**config.mk**
```make
export PLATFORM = sky130hd
export DESIGN_NAME = itlb_lru_tracker
export DESIGN_NICKNAME = d
export VERILOG_FILES = /design/src/rtl/itlb_lru_pkg.sv /design/src/rtl/itlb_lru_update.sv /design/src/rtl/itlb_lru_victim.sv /design/src/rtl/itlb_lru_stage.sv /design/src/rtl/itlb_lru_tracker.sv
export SDC_FILE = /design/constraint.sdc
export NUM_CORES = 1
export LEC_CHECK = 0
export ABC_AREA = 1
export CAP_MARGIN = 20
export CORE_MARGIN = 2
export CORE_UTILIZATION = 33
export CTS_CLUSTER_SIZE = 20
export DETAILED_ROUTE_END_ITERATION = 10
export GPL_TIMING_DRIVEN = 0
export PLACE_DENSITY = 0.87
export RECOVER_POWER = 100
export SLEW_MARGIN = 15
export SYNTH_ARGS = -nofsm -noshare
export SYNTH_HDL_FRONTEND = slang
export SYNTH_SLANG_ARGS = --single-unit
```
**constraint.sdc**
```tcl
create_clock -name clk -period 0.8 [get_ports clk]
set_input_delay 0.24 -clock clk [delete_from_list [all_inputs] [get_ports clk]]
set_output_delay 0.24 -clock clk [all_outputs]
set_load 0.02 [all_outputs]
```
**src/rtl/itlb_lru_pkg.sv**
```systemverilog
package itlb_lru_pkg;
   localparam int N_WAYS = 4;
   localparam int WAY_W  = $clog2(N_WAYS);
   localparam int BYTE_W = 8;

   typedef logic [BYTE_W-1:0] age_byte_t;
   typedef logic [WAY_W-1:0]  way_t;

   // Clear then set the age bits belonging to one way.
   function automatic age_byte_t age_touch(input age_byte_t cur,
                                           input age_byte_t clr_keep,
                                           input age_byte_t set_bits);
      return (cur & clr_keep) | set_bits;
   endfunction
endpackage

```
**src/rtl/itlb_lru_update.sv**
```systemverilog
module itlb_lru_update
   import itlb_lru_pkg::*;
#(
   parameter int DATA_W  = 32,
   parameter int LRU_LSB = 24,
   parameter logic [N_WAYS-1:0][BYTE_W-1:0] AND_PAT = '0,
   parameter logic [N_WAYS-1:0][BYTE_W-1:0] OR_PAT  = '0
) (
   input  logic [DATA_W-1:0] ctrl_i,
   input  logic              use_i,
   input  way_t              idx_i,
   output logic [DATA_W-1:0] ctrl_o
);
   localparam int TOP_LSB = LRU_LSB + BYTE_W;

   age_byte_t                cur_age;
   age_byte_t [N_WAYS-1:0]   cand;
   age_byte_t                new_age;

   assign cur_age = ctrl_i[TOP_LSB-1:LRU_LSB];

   for (genvar w = 0; w < N_WAYS; w++) begin : g_cand
      assign cand[w] = age_touch(cur_age, AND_PAT[w], OR_PAT[w]);
   end

   assign new_age = use_i ? cand[idx_i] : cur_age;

   if (DATA_W == TOP_LSB) begin : g_top_flush
      assign ctrl_o = {new_age, ctrl_i[LRU_LSB-1:0]};
   end else begin : g_top_pad
      assign ctrl_o = {ctrl_i[DATA_W-1:TOP_LSB], new_age, ctrl_i[LRU_LSB-1:0]};
   end
endmodule

```
**src/rtl/itlb_lru_victim.sv**
```systemverilog
module itlb_lru_victim
   import itlb_lru_pkg::*;
#(
   parameter int DATA_W  = 32,
   parameter int LRU_LSB = 24,
   parameter logic [N_WAYS-2:0][BYTE_W-1:0] VIC_MASK = '0,
   parameter logic [N_WAYS-2:0][BYTE_W-1:0] VIC_VAL  = '0
) (
   input  logic [DATA_W-1:0] ctrl_i,
   output way_t              way_o
);
   age_byte_t            age;
   logic [N_WAYS-2:0]    hit;

   assign age = ctrl_i[LRU_LSB+BYTE_W-1:LRU_LSB];

   for (genvar w = 0; w < N_WAYS - 1; w++) begin : g_match
      assign hit[w] = ((age & VIC_MASK[w]) == VIC_VAL[w]);
   end

   // Lowest matching way wins; the last way is the fallback.
   always_comb begin
      way_o = way_t'(N_WAYS - 1);
      for (int w = N_WAYS - 2; w >= 0; w--) begin
         if (hit[w]) way_o = way_t'(w);
      end
   end
endmodule

```
**src/rtl/itlb_lru_stage.sv**
```systemverilog
module itlb_lru_stage
   import itlb_lru_pkg::*;
#(
   parameter int DATA_W  = 32,
   parameter bit OUT_REG = 1'b1
) (
   input  logic              clk,
   input  logic              rst_n,
   input  logic [DATA_W-1:0] ctrl_d,
   input  way_t              vic_d,
   input  logic              vic_ld,
   output logic [DATA_W-1:0] ctrl_q,
   output way_t              vic_q
);
   if (OUT_REG) begin : g_reg
      always_ff @(posedge clk or negedge rst_n) begin
         if (!rst_n) begin
            ctrl_q <= '0;
            vic_q  <= '0;
         end else begin
            ctrl_q <= ctrl_d;
            if (vic_ld) vic_q <= vic_d;
         end
      end
   end else begin : g_comb
      logic unused_ok;
      assign unused_ok = &{1'b0, clk, rst_n, vic_ld};
      assign ctrl_q    = ctrl_d;
      assign vic_q     = vic_d;
   end
endmodule

```
**src/rtl/itlb_lru_tracker.sv**
```systemverilog
module itlb_lru_tracker
   import itlb_lru_pkg::*;
#(
   parameter int DATA_W  = 32,
   parameter int LRU_LSB = 24,
   parameter bit OUT_REG = 1'b1,
   parameter logic [N_WAYS-1:0][BYTE_W-1:0] AND_PAT  = {8'hFF, 8'hFB, 8'hE7, 8'h1F},
   parameter logic [N_WAYS-1:0][BYTE_W-1:0] OR_PAT   = {8'h2C, 8'h50, 8'h80, 8'h00},
   parameter logic [N_WAYS-2:0][BYTE_W-1:0] VIC_MASK = {8'h54, 8'h98, 8'hE0},
   parameter logic [N_WAYS-2:0][BYTE_W-1:0] VIC_VAL  = {8'h04, 8'h18, 8'hE0}
) (
   input  logic              clk,
   input  logic              rst_n,
   input  logic [31:0]       ctrl_in,
   input  logic              use_vld,
   input  logic [1:0]        use_idx,
   input  logic              repl_req,
   output logic [31:0]       ctrl_out,
   output logic [1:0]        victim_idx
);
   if (DATA_W != 32) begin : g_bad_width
      $error("itlb_lru_tracker: DATA_W must be 32");
   end
   if (LRU_LSB + BYTE_W > DATA_W) begin : g_bad_lsb
      $error("itlb_lru_tracker: age byte exceeds the control word");
   end
   if (WAY_W != 2) begin : g_bad_ways
      $error("itlb_lru_tracker: tracker is built for four ways");
   end

   logic [DATA_W-1:0] ctrl_next;
   way_t              vic_next;

   itlb_lru_update #(
      .DATA_W (DATA_W), .LRU_LSB(LRU_LSB),
      .AND_PAT(AND_PAT), .OR_PAT(OR_PAT)
   ) u_upd (
      .ctrl_i(ctrl_in), .use_i(use_vld), .idx_i(use_idx), .ctrl_o(ctrl_next)
   );

   itlb_lru_victim #(
      .DATA_W  (DATA_W), .LRU_LSB(LRU_LSB),
      .VIC_MASK(VIC_MASK), .VIC_VAL(VIC_VAL)
   ) u_vic (
      .ctrl_i(ctrl_in), .way_o(vic_next)
   );

   itlb_lru_stage #(
      .DATA_W(DATA_W), .OUT_REG(OUT_REG)
   ) u_stg (
      .clk(clk), .rst_n(rst_n),
      .ctrl_d(ctrl_next), .vic_d(vic_next), .vic_ld(repl_req),
      .ctrl_q(ctrl_out), .vic_q(victim_idx)
   );
endmodule

```
# Yosys cells after proc, flatten, opt, wreduce, memory -nomap -nowiden
# Cells that the tools add are included.
# op_classes
magnitude_cmp	1
eq_ne	3
muxes	6
# op_table
cell	count
binary-select mux 8 bit (select 2 bit)	1
2-to-1 mux 8 bit	2
2-to-1 mux 2 bit	2
equality test 3 x 1 -> 1 bit, second input constant	1
equality test 3 x 2 -> 1 bit, second input constant	1
equality test 3 bit, second input constant	1
less-than comparator 2 x 3 -> 1 bit, second input constant	1
2-to-1 mux 1 bit	1
# word_totals
ff_bits	34
input_bits	38
output_inout_bits	34
elab_cells	12

# Longest topological paths before layout
# logic_depth
word_depth	4
depth_mapped	5
depth_no_buf	5

# Modules after synthesis
# From an unflattened synthesis, not the netlist that was laid out.
# unflattened
cells_unflattened	98
area_unflattened_um2	1206.2
# modules_own_cells
module	n_inst	cells_per_inst	area_per_inst_um2	seq_area_each_um2
itlb_lru_stage	1	41	877.1	850.8
itlb_lru_update	1	49	294.0	0.0
itlb_lru_victim	1	8	35.0	0.0

# Worst setup path before layout
# No wires, ideal clock.
# synth_timing
path_type	reg-to-reg
start	reg, netlist name u_stg.vic_q[0]
end	reg u_stg.vic_q[0]
setup_time_ns	0.117
arrival_ns	0.563
t_required_ns	0.683
path_slack_ns	0.119
path_stages_with_launch	3
path_buffers	0
period_less_slack_ns	0.681
cell_sequence	dfrtp_1 > nand2_1 > nand2_1
# synth_rtl
element	line_no	text
end signal: assignment	itlb_lru_stage.sv:22	if (vic_ld) vic_q <= vic_d;
end: declaration	itlb_lru_stage.sv:13	output way_t vic_q

# Worst setup path in the final report
# layout_timing
start	reg u_stg.vic_q[1]
end	out victim_idx[1]
# layout_rtl
element	line_no	text
end: declaration	itlb_lru_tracker.sv:19	output logic [1:0] victim_idx
# No word-level cell between the ends.

==> metrics <==
Synth area leaders dfrtp_1 86%, nand2_1 6.1%, nand3_1 3.0%; H-tree depth 2; HPWL after DPL 1860 um; Clock Latency Late Sink 0.32 ns; outcome complete, but fails checks; worst path bufs/invs 1; CTS Buf Count 5; synthesis-stage register bit count 34; Net Sw Frac 23.2%; Max-cap violations 0; largest net degree at the start of global routing 35; initial antenna violation count 0; placed cell area 1730 um^2; Post-Layout Cell Count 177; Startpoint Class flip-flop; syn nets 105; WS Path Type reg -> out; CTS sink cnt 34; Critical Path Fanout Max 2; Worst Setup Slack, final -0.317 ns; antenna cell count 0; IO buf count 71; dpl cells 169; pwr/cell area 1980 nW/um^2; die height 58.7 um; area leader, netlist dfrtp_1; vias per cell 4.47; fin nets 183; final instance area 1850 um^2; first-pass GRT wire length 3880 um; Initial Utilization 35.2%; drt first pass iters 7; Relative slew margins 46.9%; average wire per standard cell 13.8 um; Clock power frac 32.4%; fin. max-slew vios 0; die area 3450 um^2; via count 791; Die Wd 58.7 um; GR Util All Layers 16.0%; Max VDD drop 1.31 mV; Final GP Congestion 0.708; Post-Route WL 2440 um; Clock transition at path regs 0.10 ns; measured slew at the worst slew-check pin 0.796 ns; Arr. time, crit path 0.88 ns; CP max stage cell dfrtp_1; CTS tree built; final-report hold violation count 28; clock root cell clkbuf_4; post-CTS setup buffer count 0; P_int 0.00281 W; Antenna Nets Post-Route 0; Core Box Area 2810 um^2; Netlist Area Pre-Place 988 um^2; endpoints failing setup 34; Sequential Power Share 51.1%; leakage power 0.905 nW; failing checks DRC, hold timing, setup timing; Syn. warnings 0; Gate power share 16.6%; Iteration-0 DRC Markers 9; register area share after synthesis 86.1%; DRC violation count after routing 7; Rows 19; type of the worst min-delay path in -> async; total power 0.00366 W; area share of the largest cell type after synthesis 86.1%; CTS Buffer Depth 2; RSZ-0062 raised after global routing true; Final period util 140%; share of layout cells above drive strength 1 29.5%; Largest stage delay, worst path 0.41 ns; CP Data Required Time 0.56 ns; Setup Skew 0 ns; CP Capture Type primary output; Syn-to-layout area delta 87.1%; final hold slack -0.0140 ns; I/O pins 72; instance count of the mapped netlist 67; Yosys cell types 8; vias in the first global route 847; min cycle time layout 1.12 ns; critical path cell sequence buf_6; Net Switching 0.000849 W; Peak Freq 895 MHz; gr ovfl total 0; syn_area_per_cell 14.8 um^2; Largest delay share family, worst path flip-flops
power groups by stage:
stage	combinational (W)	sequential [W]	clock, W
2_1_floorplan	0.0000465	0.00201	0
3_3_place_gp	0.000609	0.00188	0
3_5_place_dp	0.000624	0.00188	0
4_1_cts	0.000641	0.00187	0.00122
5_1_grt	0.000648	0.00188	0.00133
6_report	0.000606	0.00187	0.00118
layout by cell type (no fill, tap or decap):
master / instances
nand2_1: 16
dfrtp_1: 34
nor2_2: 1
nor2_1: 1
buf_6: 34
clkbuf_2: 1
clkbuf_4: 5
inv_2: 1
dlymetal6s2s_1: 1
clkdlybuf4s50_1: 5
o21ai_0: 3
dlygate4sd2_1: 3
nand3_1: 6
clkbuf_1: 2
dlygate4sd3_1: 27
inv_1: 5
bufinv_16: 1
registers in the layout, indices dropped and copies added, names as in the netlist:
| register | flops |
|---|---|
| u_stg.ctrl_q | 32 |
| u_stg.vic_q | 2 |
area by class of cell:
cell class              instances  area, um^2
fillers                       225         956
flip-flops and latches         34         851
repair buffers                 71         747
multi-input cells              27         115
clock buffers                   7        45.0
well taps                      31        38.8
clock inverters                 1        30.0
inverters                       6        22.5
cell usage after synthesis, drive strengths merged:
cell,count
dfrtp,34
inv,6
nand2,16
nand3,6
nor2,2
o21ai,3
cell families (layout without fill, tap and decap cells):
group	after synthesis	after routing	synth area share, %
flops	34	34	86.1
buf+inv	6	85	2.28
simple gates	24	24	10.1
compound gates	3	3	1.52
timing repair:
action,4_1_cts,5_1_grt
hold endpoints to repair,34,28
gates resized for setup,208,2
setup endpoints to repair,39,36
pin swaps,1,0
final timing paths:
kind / startpoint / to / slack (ns) / cells after the start
worst min register to register: u_stg.vic_q[0] / u_stg.vic_q[0] / 0.53 / 2
worst max-delay path: u_stg.vic_q[1] / victim_idx[1] / -0.32 / 1
worst max register to register: u_stg.vic_q[1] / u_stg.vic_q[1] / 0.15 / 2
worst min-delay path: rst_n / u_stg.ctrl_q[18] / -0.01 / 1
max in group asynchronous: rst_n / u_stg.ctrl_q[27] / 0.31 / 1
min in group clk: ctrl_in[30] / u_stg.ctrl_q[30] / 0.25 / 3
metal layers:
layer	wire length, um	GRT usage [%]	vias to the layer above
li1	-	-	366
met1	705	14.8	363
met2	1380	29.4	56
met3	328	8.79	6
met4	29	4.87	0
met5	0	0	-
per-stage QoR:
stage	hold WS, ns	utilization, %	setup TNS [ns]	setup slack (ns)
final	-0.0140	65.9	-9.42	-0.317
after floorplan	-0.0556	-	0	0.119
after detailed placement	0.339	61.8	-15.99	-0.522
after global placement	0.469	62.0	-50.72	-1.07
after global routing	0.0239	65.9	-11.37	-0.377
after CTS	-0.0290	65.8	-10.08	-0.334
Note: power is estimated with default switching activity, not from simulation.
